`src/rtl/rmu_pkg.sv`:
```
package rmu_pkg;
  localparam int IDX_W = 3;
  localparam int REG_COUNT = 1 << IDX_W;
  localparam logic [3:0] MOVE_OPC = 4'b0011;
  localparam logic [1:0] SP_STATUS = 2'b01;
  localparam logic [1:0] SP_MDB = 2'b10;
  localparam logic [1:0] SP_IVB = 2'b11;

  typedef struct packed {
    logic             exec;
    logic             last;
    logic             illegal;
    logic             regWrite;
    logic             dstBank;
    logic [IDX_W-1:0] dstIdx;
    logic             srcBank;
    logic [IDX_W-1:0] srcIdx;
    logic             useSpecial;
    logic             spWrite;
    logic [1:0]       spSel;
  } xferStrobe_t;
endpackage

```
`src/rtl/rmuCtrl.sv`:
```
module rmuCtrl
  import rmu_pkg::*;
#(
  parameter int CNT_W = 3
) (
  input  logic              clk,
  input  logic              rst,
  input  logic              instrValid,
  input  logic [15:0]       instrWord,
  input  logic              multiWord,
  input  logic [CNT_W-1:0]  moveCount,
  output xferStrobe_t       strobe,
  output logic              busy
);
  logic              busyQ;
  logic [15:0]       instrQ;
  logic [CNT_W-1:0]  remainQ;
  logic [IDX_W-1:0]  offsetQ;
  logic              accept;
  logic              isSpecial;
  logic              spDir;
  logic [1:0]        spAddr;
  logic              badSpecial;

  assign accept = instrValid && !busyQ && (instrWord[15:12] == MOVE_OPC);

  always_ff @(posedge clk) begin
    if (rst) begin
      busyQ   <= 1'b0;
      instrQ  <= '0;
      remainQ <= '0;
      offsetQ <= '0;
    end else if (accept) begin
      busyQ   <= 1'b1;
      instrQ  <= instrWord;
      remainQ <= (multiWord && !instrWord[3]) ? moveCount : '0;
      offsetQ <= '0;
    end else if (busyQ) begin
      if (remainQ == '0) begin
        busyQ <= 1'b0;
      end else begin
        remainQ <= remainQ - 1'b1;
        offsetQ <= offsetQ + 1'b1;
      end
    end
  end

  assign isSpecial  = instrQ[3];
  assign spDir      = instrQ[2];
  assign spAddr     = instrQ[1:0];
  assign badSpecial = isSpecial && ((spAddr == 2'b00) || (!spDir && spAddr == SP_IVB));
  assign busy       = busyQ;

  always_comb begin
    strobe            = '0;
    strobe.exec       = busyQ;
    strobe.last       = busyQ && (remainQ == '0);
    strobe.illegal    = busyQ && badSpecial;
    strobe.spSel      = spAddr;
    strobe.dstBank    = instrQ[11];
    strobe.dstIdx     = instrQ[10:8] + offsetQ;
    if (!isSpecial) begin
      strobe.regWrite = busyQ;
      strobe.srcBank  = instrQ[4];
      strobe.srcIdx   = instrQ[7:5] + offsetQ;
    end else if (!spDir) begin
      strobe.regWrite   = busyQ && !badSpecial;
      strobe.useSpecial = 1'b1;
    end else begin
      strobe.spWrite  = busyQ && !badSpecial;
      strobe.srcBank  = instrQ[7];
      strobe.srcIdx   = instrQ[6:4];
    end
  end
endmodule

```
`src/rtl/rmuDatapath.sv`:
```
module rmuDatapath
  import rmu_pkg::*;
#(
  parameter int DATA_W = 16
) (
  input  logic              clk,
  input  logic              rst,
  input  xferStrobe_t       strobe,
  input  logic              mdbLoad,
  input  logic [DATA_W-1:0] mdbLoadData,
  output logic [DATA_W-1:0] statusReg,
  output logic [DATA_W-1:0] memDataBuf,
  output logic [DATA_W-1:0] intVecBase
);
  logic [DATA_W-1:0] gprQ [REG_COUNT];
  logic [DATA_W-1:0] mpQ  [REG_COUNT];
  logic [DATA_W-1:0] statusQ, mdbQ, ivbQ;
  logic [DATA_W-1:0] srcVal, spVal, wrVal;

  assign srcVal = strobe.srcBank ? mpQ[strobe.srcIdx] : gprQ[strobe.srcIdx];

  always_comb begin
    case (strobe.spSel)
      SP_STATUS: spVal = statusQ;
      SP_MDB:    spVal = mdbQ;
      default:   spVal = '0;
    endcase
  end

  assign wrVal = strobe.useSpecial ? spVal : srcVal;

  always_ff @(posedge clk) begin
    if (rst) begin
      for (int i = 0; i < REG_COUNT; i++) begin
        gprQ[i] <= '0;
        mpQ[i]  <= '0;
      end
    end else if (strobe.regWrite) begin
      if (strobe.dstBank) mpQ[strobe.dstIdx] <= wrVal;
      else                gprQ[strobe.dstIdx] <= wrVal;
    end
  end

  always_ff @(posedge clk) begin
    if (rst) begin
      statusQ <= '0;
      mdbQ    <= '0;
      ivbQ    <= '0;
    end else begin
      if (strobe.spWrite && strobe.spSel == SP_STATUS) statusQ <= srcVal;
      if (strobe.spWrite && strobe.spSel == SP_IVB)    ivbQ    <= srcVal;
      if (strobe.spWrite && strobe.spSel == SP_MDB)    mdbQ    <= srcVal;
      else if (mdbLoad)                                mdbQ    <= mdbLoadData;
    end
  end

  assign statusReg  = statusQ;
  assign memDataBuf = mdbQ;
  assign intVecBase = ivbQ;
endmodule

```
`src/rtl/regMoveUnit.sv`:
```
module regMoveUnit
  import rmu_pkg::*;
#(
  parameter int DATA_W = 16,
  parameter int CNT_W  = 3
) (
  input  logic              clk,
  input  logic              rst,
  input  logic              instrValid,
  input  logic [15:0]       instrWord,
  input  logic              multiWord,
  input  logic [CNT_W-1:0]  moveCount,
  input  logic              mdbLoad,
  input  logic [DATA_W-1:0] mdbLoadData,
  output logic              busy,
  output logic              done,
  output logic              illegalFlag,
  output logic [DATA_W-1:0] statusReg,
  output logic [DATA_W-1:0] memDataBuf,
  output logic [DATA_W-1:0] intVecBase
);
  xferStrobe_t strobe;

  rmuCtrl #(.CNT_W(CNT_W)) ctrl_i (
    .clk(clk), .rst(rst), .instrValid(instrValid), .instrWord(instrWord),
    .multiWord(multiWord), .moveCount(moveCount), .strobe(strobe), .busy(busy)
  );

  rmuDatapath #(.DATA_W(DATA_W)) dp_i (
    .clk(clk), .rst(rst), .strobe(strobe), .mdbLoad(mdbLoad),
    .mdbLoadData(mdbLoadData), .statusReg(statusReg), .memDataBuf(memDataBuf),
    .intVecBase(intVecBase)
  );

  assign done        = strobe.last;
  assign illegalFlag = strobe.illegal;
endmodule

```
`config.mk`:
```
export PLATFORM = sky130hd
export DESIGN_NAME = regMoveUnit
export DESIGN_NICKNAME = d
export VERILOG_FILES = /design/src/rtl/rmu_pkg.sv /design/src/rtl/rmuCtrl.sv /design/src/rtl/rmuDatapath.sv /design/src/rtl/regMoveUnit.sv
export SDC_FILE = /design/constraint.sdc
export NUM_CORES = 1
export LEC_CHECK = 0
export CAP_MARGIN = 20
export CELL_PAD_IN_SITES_DETAIL_PLACEMENT = 1
export CELL_PAD_IN_SITES_GLOBAL_PLACEMENT = 1
export CORE_MARGIN = 5
export CORE_UTILIZATION = 40
export CTS_CLUSTER_DIAMETER = 120
export DETAILED_ROUTE_END_ITERATION = 10
export PLACE_DENSITY = 0.73
export SLEW_MARGIN = 15
export SYNTH_ARGS = -nofsm -noshare
export SYNTH_HDL_FRONTEND = slang
export SYNTH_SLANG_ARGS = --single-unit
export TNS_END_PERCENT = 50
```
`constraint.sdc`:
```
create_clock -name clk -period 8.5 [get_ports clk]
set_clock_uncertainty 0.2 [all_clocks]
set_input_delay 2.125 -clock clk [delete_from_list [all_inputs] [get_ports clk]]
set_output_delay 2.125 -clock clk [all_outputs]
set_load 0.02 [all_outputs]
```
==> results of run 1 <==
## cell families (layout without fill, tap and decap cells)
family | after synthesis | count (layout) | synth area share [%]
mux | 49 | 49 | 2.92
fa+ha+maj | 11 | 11 | 0.844
compound gates | 894 | 894 | 32.6
simple gates | 223 | 223 | 6.96
buf+inv | 250 | 236 | 6.38
flops | 323 | 323 | 49.9
xor+xnor | 5 | 5 | 0.408
## worst max path at each step
stage,cells past startpoint,start,endpoint
6_report,4,ctrl_i.instrQ[3],illegalFlag
4_1_cts,4,ctrl_i.instrQ[3],illegalFlag
3_3_place_gp,7,rst,dp_i.mpQ[4][15]
2_1_floorplan,4,rst,dp_i.gprQ[3][0]
3_5_place_dp,7,rst,dp_i.gprQ[4][15]
5_1_grt,4,ctrl_i.instrQ[3],illegalFlag
## synth_stat cells (8+ instances only)
| master | count | area (µm²) |
|---|---|---|
| nor2b_1 | 8 | 50.1 |
| ha_1 | 9 | 113 |
| nor2_8 | 8 | 160 |
| nor2_1 | 28 | 105 |
| o21ai_1 | 88 | 440 |
| a21o_1 | 20 | 150 |
| buf_2 | 65 | 325 |
| inv_1 | 42 | 158 |
| a32oi_1 | 124 | 1090 |
| nand2b_1 | 10 | 62.6 |
| buf_6 | 14 | 158 |
| o22ai_1 | 20 | 125 |
| dfxtp_1 | 67 | 1340 |
| nand2_1 | 57 | 214 |
| a22oi_1 | 256 | 1920 |
| o21ai_0 | 283 | 1420 |
| nand3_1 | 68 | 340 |
| edfxtp_1 | 256 | 7690 |
| clkbuf_1 | 113 | 424 |
| mux2_2 | 30 | 338 |
| a21oi_1 | 41 | 205 |
| a222oi_1 | 30 | 300 |
| mux2i_1 | 19 | 190 |
| a211oi_1 | 16 | 120 |
## metal layers
| layer | track usage (%) | wire length [µm] |
|---|---|---|
| met3 | 6.16 | 9200 |
| met1 | 40.4 | 29500 |
| met2 | 41.4 | 31300 |
| met4 | 15.4 | 4640 |
| met5 | 0 | 0 |
## sequential cells by signal (all words and copies together), names as in the netlist
register / count
dp_i.gprQ: 128
dp_i.mpQ: 128
dp_i.intVecBase: 16
dp_i.memDataBuf: 16
dp_i.statusReg: 16
ctrl_i.instrQ: 12
ctrl_i.offsetQ: 3
ctrl_i.remainQ: 3
ctrl_i.busy: 1
## critical path: stages (launching register included)
cell,delay [ps]
dfxtp_1,720
buf_4,360
nand2_1,80
nor2_1,170
clkdlybuf4s50_1,640
## layout make-up
type	count	area (µm²)	area share, %
Sequential cell	323	9030	44.4
Multi-Input combinational cell	1182	7970	39.2
Timing Repair Buffer	123	1140	5.62
Clock buffer	51	1100	5.43
Tap cell	600	751	3.69
Clock inverter	20	185	0.910
Inverter	42	158	0.775
## cells in the final DEF (no fill, tap or decap), types with 6 or more instances in the layout
cell             Yosys  routed
nand3_1             68      66
a22oi_1            256     256
nand2b_1            10       8
o22ai_1             20      20
nor2_1              28      27
nor2_8               8       8
inv_1               42      42
edfxtp_1           256     256
ha_1                 9       9
buf_4                7      33
clkdlybuf4s50_1      0      89
dfxtp_1             67      67
clkinv_2             0      12
a21oi_1             41      41
clkbuf_16            0      42
o21ai_1             88      88
nor3_1               7       6
nor2b_1              8       7
a32oi_1            124     124
a222oi_1            30      30
nand2_1             57      57
mux2_2              30      30
a211oi_1            16      16
mux2i_1             19      19
o21ai_0            283     282
a21o_1              20      20
clkbuf_1           113       7
## report_power, final
part,internal (mW),switching [mW]
Clock,1.01,0.709
Sequential,1.75,0.0214
Combinational,0.0617,0.187
## through the flow
step | hold WS, ps | power (mW) | cells | cell area [µm²] | setup slack, ps
after floorplan | 236 | 1.92 | 1755 | 18100 | 4580
after CTS | 267 | 3.73 | 2341 | 20300 | 3670
after global routing | 300 | 3.81 | 2341 | 20300 | 3520
after detailed placement | 258 | 2.04 | 2270 | 19000 | 3430
after global placement | 252 | 2.03 | 2270 | 19000 | 3490
final | 262 | 3.74 | 2341 | 20300 | 3670
==> results.txt, run 1 <==
CP Data Arrival Time: 2510 ps
TritonCTS sink count: 323
final hold vios: 0
CTS root buf: clkbuf_16
Layout area overhead: 12.4%
Hold WC Path Type: reg -> reg
Peak Freq: 0.207 GHz
status: finished clean
depth of the worst hold-timing path: 2
ys flop type: edfxtp_1
Ys Warns: 0
H-tree depth: 2
Post-Route Setup TNS: 0 ps
DIE AREA: 49,600 µm²
synth unique cells: 58
critical path launch point type: register
Crit Path Category: reg -> out
DRT iter0 DRCs: 2,712
EDFF count, synth: 256
Slew Viols, Final: 0
CTS max path bufs: 3
CTS tree: yes
Max-cap violations: 0
clock transition at the registers of the reported paths: 60 ps
syn avg cell area: 10.3 µm²
worst skew pair latency: 560 ps
first-pass GRT wire length: 110,000 µm
core area: 45,100 µm²
power density over the cells: 184 nW/µm²
post-layout util: 45.1%
count of final setup violators: 0
Final nets: 1,762
Hold Path End: ctrl_i.instrQ[9]
DRT Pass-1 Iters: 6
ANT cells: 0
reg2reg setup slack: 3900 ps
FILL cells: 4,933
overall die width: 223 µm
worst-margin pin slew: 1180 ps
share of layout cells above drive strength 1: 9.25%
crit path max fanout: 17
cell count after synthesis: 1,755
Initial Utilization: 40.1%
Min-Delay Startpoint: ctrl_i.instrQ[9]
DR DRC count: 0
global route overflow: 0
IO Port Bufs: 90
initial antenna violation count: 0
vias: 17,000
ys async rst share: 0%
dpl hpwl: 45,300 µm
maximum vdd drop: 0.000144 V
unrepaired setup endpoints after global routing: false
fin crit share: 56.9%
r2r startpoint: ctrl_i.instrQ[3]
vias per std cell: 7.25
sequential area share after synthesis: 49.9%
post-CTS sizing: 0
max_slew headroom: 21.0%
Die Ht: 223 µm
Synth Net Count: 1,806
Reg2Reg Depth: 8
Rows: 78
data required time of the critical path: 6180 ps
CP Capture Type: primary output
Seq cells post-synth: 323
WL/cell: 31.9 µm
number of nets with antenna violations after routing: 0
Post-Syn Area: 18,100 µm²
total CTS buffers: 39
IO Pins: 91
largest net degree at the start of global routing: 77
Worst R2R End: dp_i.gprQ[4][12]
placer congestion estimate: 0.946
leakage: 6.57 nW
crit path time final: 4830 ps
WL final: 74,600 µm
vias in the first global route: 16,800
cts hold-fix bufs: 0
GR Util All Layers: 28.7%
setup bufs post-CTS: 0
Power figures use the tool's default switching activity.
==> inputs of run 2 (changes only) <==
- clock period: 8.5 -> 4.7 ns (I/O delays scaled with it)
==> results.txt, run 2 (same netlist as run 1, synthesis figures left out) <==
crit path time final: 3990 ps
share of layout cells above drive strength 1: 11.1% (+1.9 points)
CP most frequent cell: buf_4
number of nets with antenna violations after routing: 0 (unchanged)
IO Port Bufs: 90 (unchanged)
vias: 16,700 (-1.8%)
delay-heaviest family, CP: buffers and inverters
final hold vios: 0 (unchanged)
top flop regs: dp_i.gprQ: 128 flops, dp_i.mpQ: 128 flops
overall die width: 223 µm (unchanged)
Max-cap violations: 0 (unchanged)
Min-Delay Startpoint: ctrl_i.instrQ[9]
TritonCTS sink count: 323 (unchanged)
power density over the cells: 314 nW/µm² (+71%)
CTS tree: yes
CP Capture Type: register
worst-margin pin slew: 979 ps (-201 ps)
data required time of the critical path: 4940 ps (-1240 ps)
Die Ht: 223 µm (unchanged)
WL final: 70,900 µm (-5.1%)
commonest non-fill, non-tap cell in the layout: o21ai_0
maximum vdd drop: 0.000250 V (+74%)
DIE AREA: 49,600 µm² (unchanged)
core area: 45,100 µm² (unchanged)
Slew Viols, Final: 0 (unchanged)
IO Pins: 91 (unchanged)
Peak Freq: 0.251 GHz
critical path launch point type: register
placed cell areas: 19,500 µm² (+2.1%)
ANT cells: 0 (unchanged)
Worst R2R End: dp_i.memDataBuf[1]
DR DRC count: 0 (unchanged)
initial antenna violation count: 1 (+1)
r2r startpoint: ctrl_i.instrQ[3]
max_slew headroom: 34.4% (+13 points)
Layout area overhead: 14.2%
WL/cell: 29.7 µm (-6.8%)
leakage: 6.78 nW (+3.2%)
vias per std cell: 6.99 (-3.6%)
Hold WC Path Type: reg -> reg
Post-Route Setup TNS: 0 ps (unchanged)
Inst Count DP: 2,314 (+1.9%)
final instance area: 20,700 µm² (+1.6%)
DRT Pass-1 Iters: 6 (unchanged)
setup bufs post-CTS: 0 (unchanged)
total CTS buffers: 39 (unchanged)
global route overflow: 0 (unchanged)
Final nets: 1,810 (+2.7%)
GR Util All Layers: 27.3% (-1.4 points)
crit path max fanout: 48 (+31)
unrepaired setup endpoints after global routing: false
CTS root buf: clkbuf_16
dpl hpwl: 44,700 µm (-1.3%)
worst-path cell chain: buf_4, nand2b_2, buf_4, buf_4, a32oi_1, a32oi_1, mux2_2, o22ai_1, a211oi_1
worst skew pair latency: 540 ps (-20 ps)
vias in the first global route: 17,000 (+1.3%)
reg2reg setup slack: 710 ps (-3190 ps)
first-pass GRT wire length: 107,000 µm (-2.4%)
cts hold-fix bufs: 0 (unchanged)
DRT iter0 DRCs: 2,207 (-19%)
placer congestion estimate: 0.849 (-10%)
commonest cells after routing, fill and taps aside: o21ai_0 (282), a22oi_1 (256), edfxtp_1 (256), a32oi_1 (124), clkdlybuf4s50_1 (89)
Rows: 78 (unchanged)
H-tree depth: 2 (unchanged)
CP Data Arrival Time: 4230 ps (+1720 ps)
post-CTS sizing: 0 (unchanged)
slowest cell on the critical path: dfxtp_1
Reg2Reg Depth: 9 (+1)
CTS max path bufs: 3 (unchanged)
post-route insts no fill: 2,384 (+1.8%)
Crit Path Category: reg -> reg
Initial Utilization: 40.1% (unchanged)
count of final setup violators: 0 (unchanged)
Hold Path End: ctrl_i.instrQ[9]
depth of the worst hold-timing path: 2 (unchanged)
CP bufs+invs: 3 (+1)
CP max stage delay: 810 ps (+90 ps)
fin crit share: 84.8%
status: finished clean
largest net degree at the start of global routing: 68 (-12%)
clock transition at the registers of the reported paths: 60 ps (about the same)
## run 2: changes by cell type in the layout (fill, tap and decap cells not counted), moves of 4 or more
cell,delta
buf_12,+6
buf_4,+40
clkbuf_1,+4
clkinv_2,-5
## run 2: final cells by class
cell class	instances	area, µm²
Multi-Input combinational cell	1182	7970
Sequential cell	323	9030
Fill cell	4963	24400
Inverter	42	158
Clock buffer	53	1090
Clock inverter	13	87.6
Tap cell	600	751
Timing Repair Buffer	171	1580
## run 2: routing by layer
| layer | track usage (%) | share of wire, % | up-vias |
|---|---|---|---|
| met1 | 35.7 | 39 | 8464 |
| met2 | 45.2 | 47 | 975 |
| met4 | 10.8 | 4.2 | 0 |
| met3 | 4.93 | 9.5 | 194 |
| met5 | 0 | 0 | - |
| li1 | - | - | 7041 |
## run 2: through the flow
stage / setup WS, ps / power, mW / utilization, % / hold WS (ps)
2_1_floorplan: 1730 / 3.46 / - / 236
4_1_cts: 835 / 6.50 / 45.8 / 281
5_1_grt: 605 / 6.66 / 45.8 / 314
6_report: 713 / 6.50 / 45.8 / 281
3_5_place_dp: 858 / 3.65 / 43.2 / 273
3_3_place_gp: 926 / 3.64 / 43.1 / 259
## run 2: how the worst max path moves through the flow
stage | to | cells past startpoint | from | slack (ps)
floorplan | dp_i.gprQ[3][0] | 4 | rst | 1730
global placement | dp_i.memDataBuf[1] | 9 | ctrl_i.instrQ[3] | 930
detailed placement | dp_i.gprQ[4][3] | 5 | rst | 860
CTS | dp_i.gprQ[2][11] | 9 | ctrl_i.offsetQ[0] | 840
global route | dp_i.memDataBuf[1] | 9 | ctrl_i.instrQ[3] | 600
finish | dp_i.memDataBuf[1] | 9 | ctrl_i.instrQ[3] | 710
## run 2: report_power, final
| group | switching [mW] | internal [mW] |
|---|---|---|
| combinational | 0.289 | 0.118 |
| clock | 1.22 | 1.67 |
| sequential | 0.0356 | 3.16 |
| total | 1.54 | 4.95 |
## run 2: worst register-to-register path: stages, from the launching register on
cell and delay, ps:
dfxtp_1 810, buf_4 330, nand2b_2 140, buf_4 610, buf_4 400, a32oi_1 110, a32oi_1 280, mux2_2 540
o22ai_1 200, a211oi_1 270
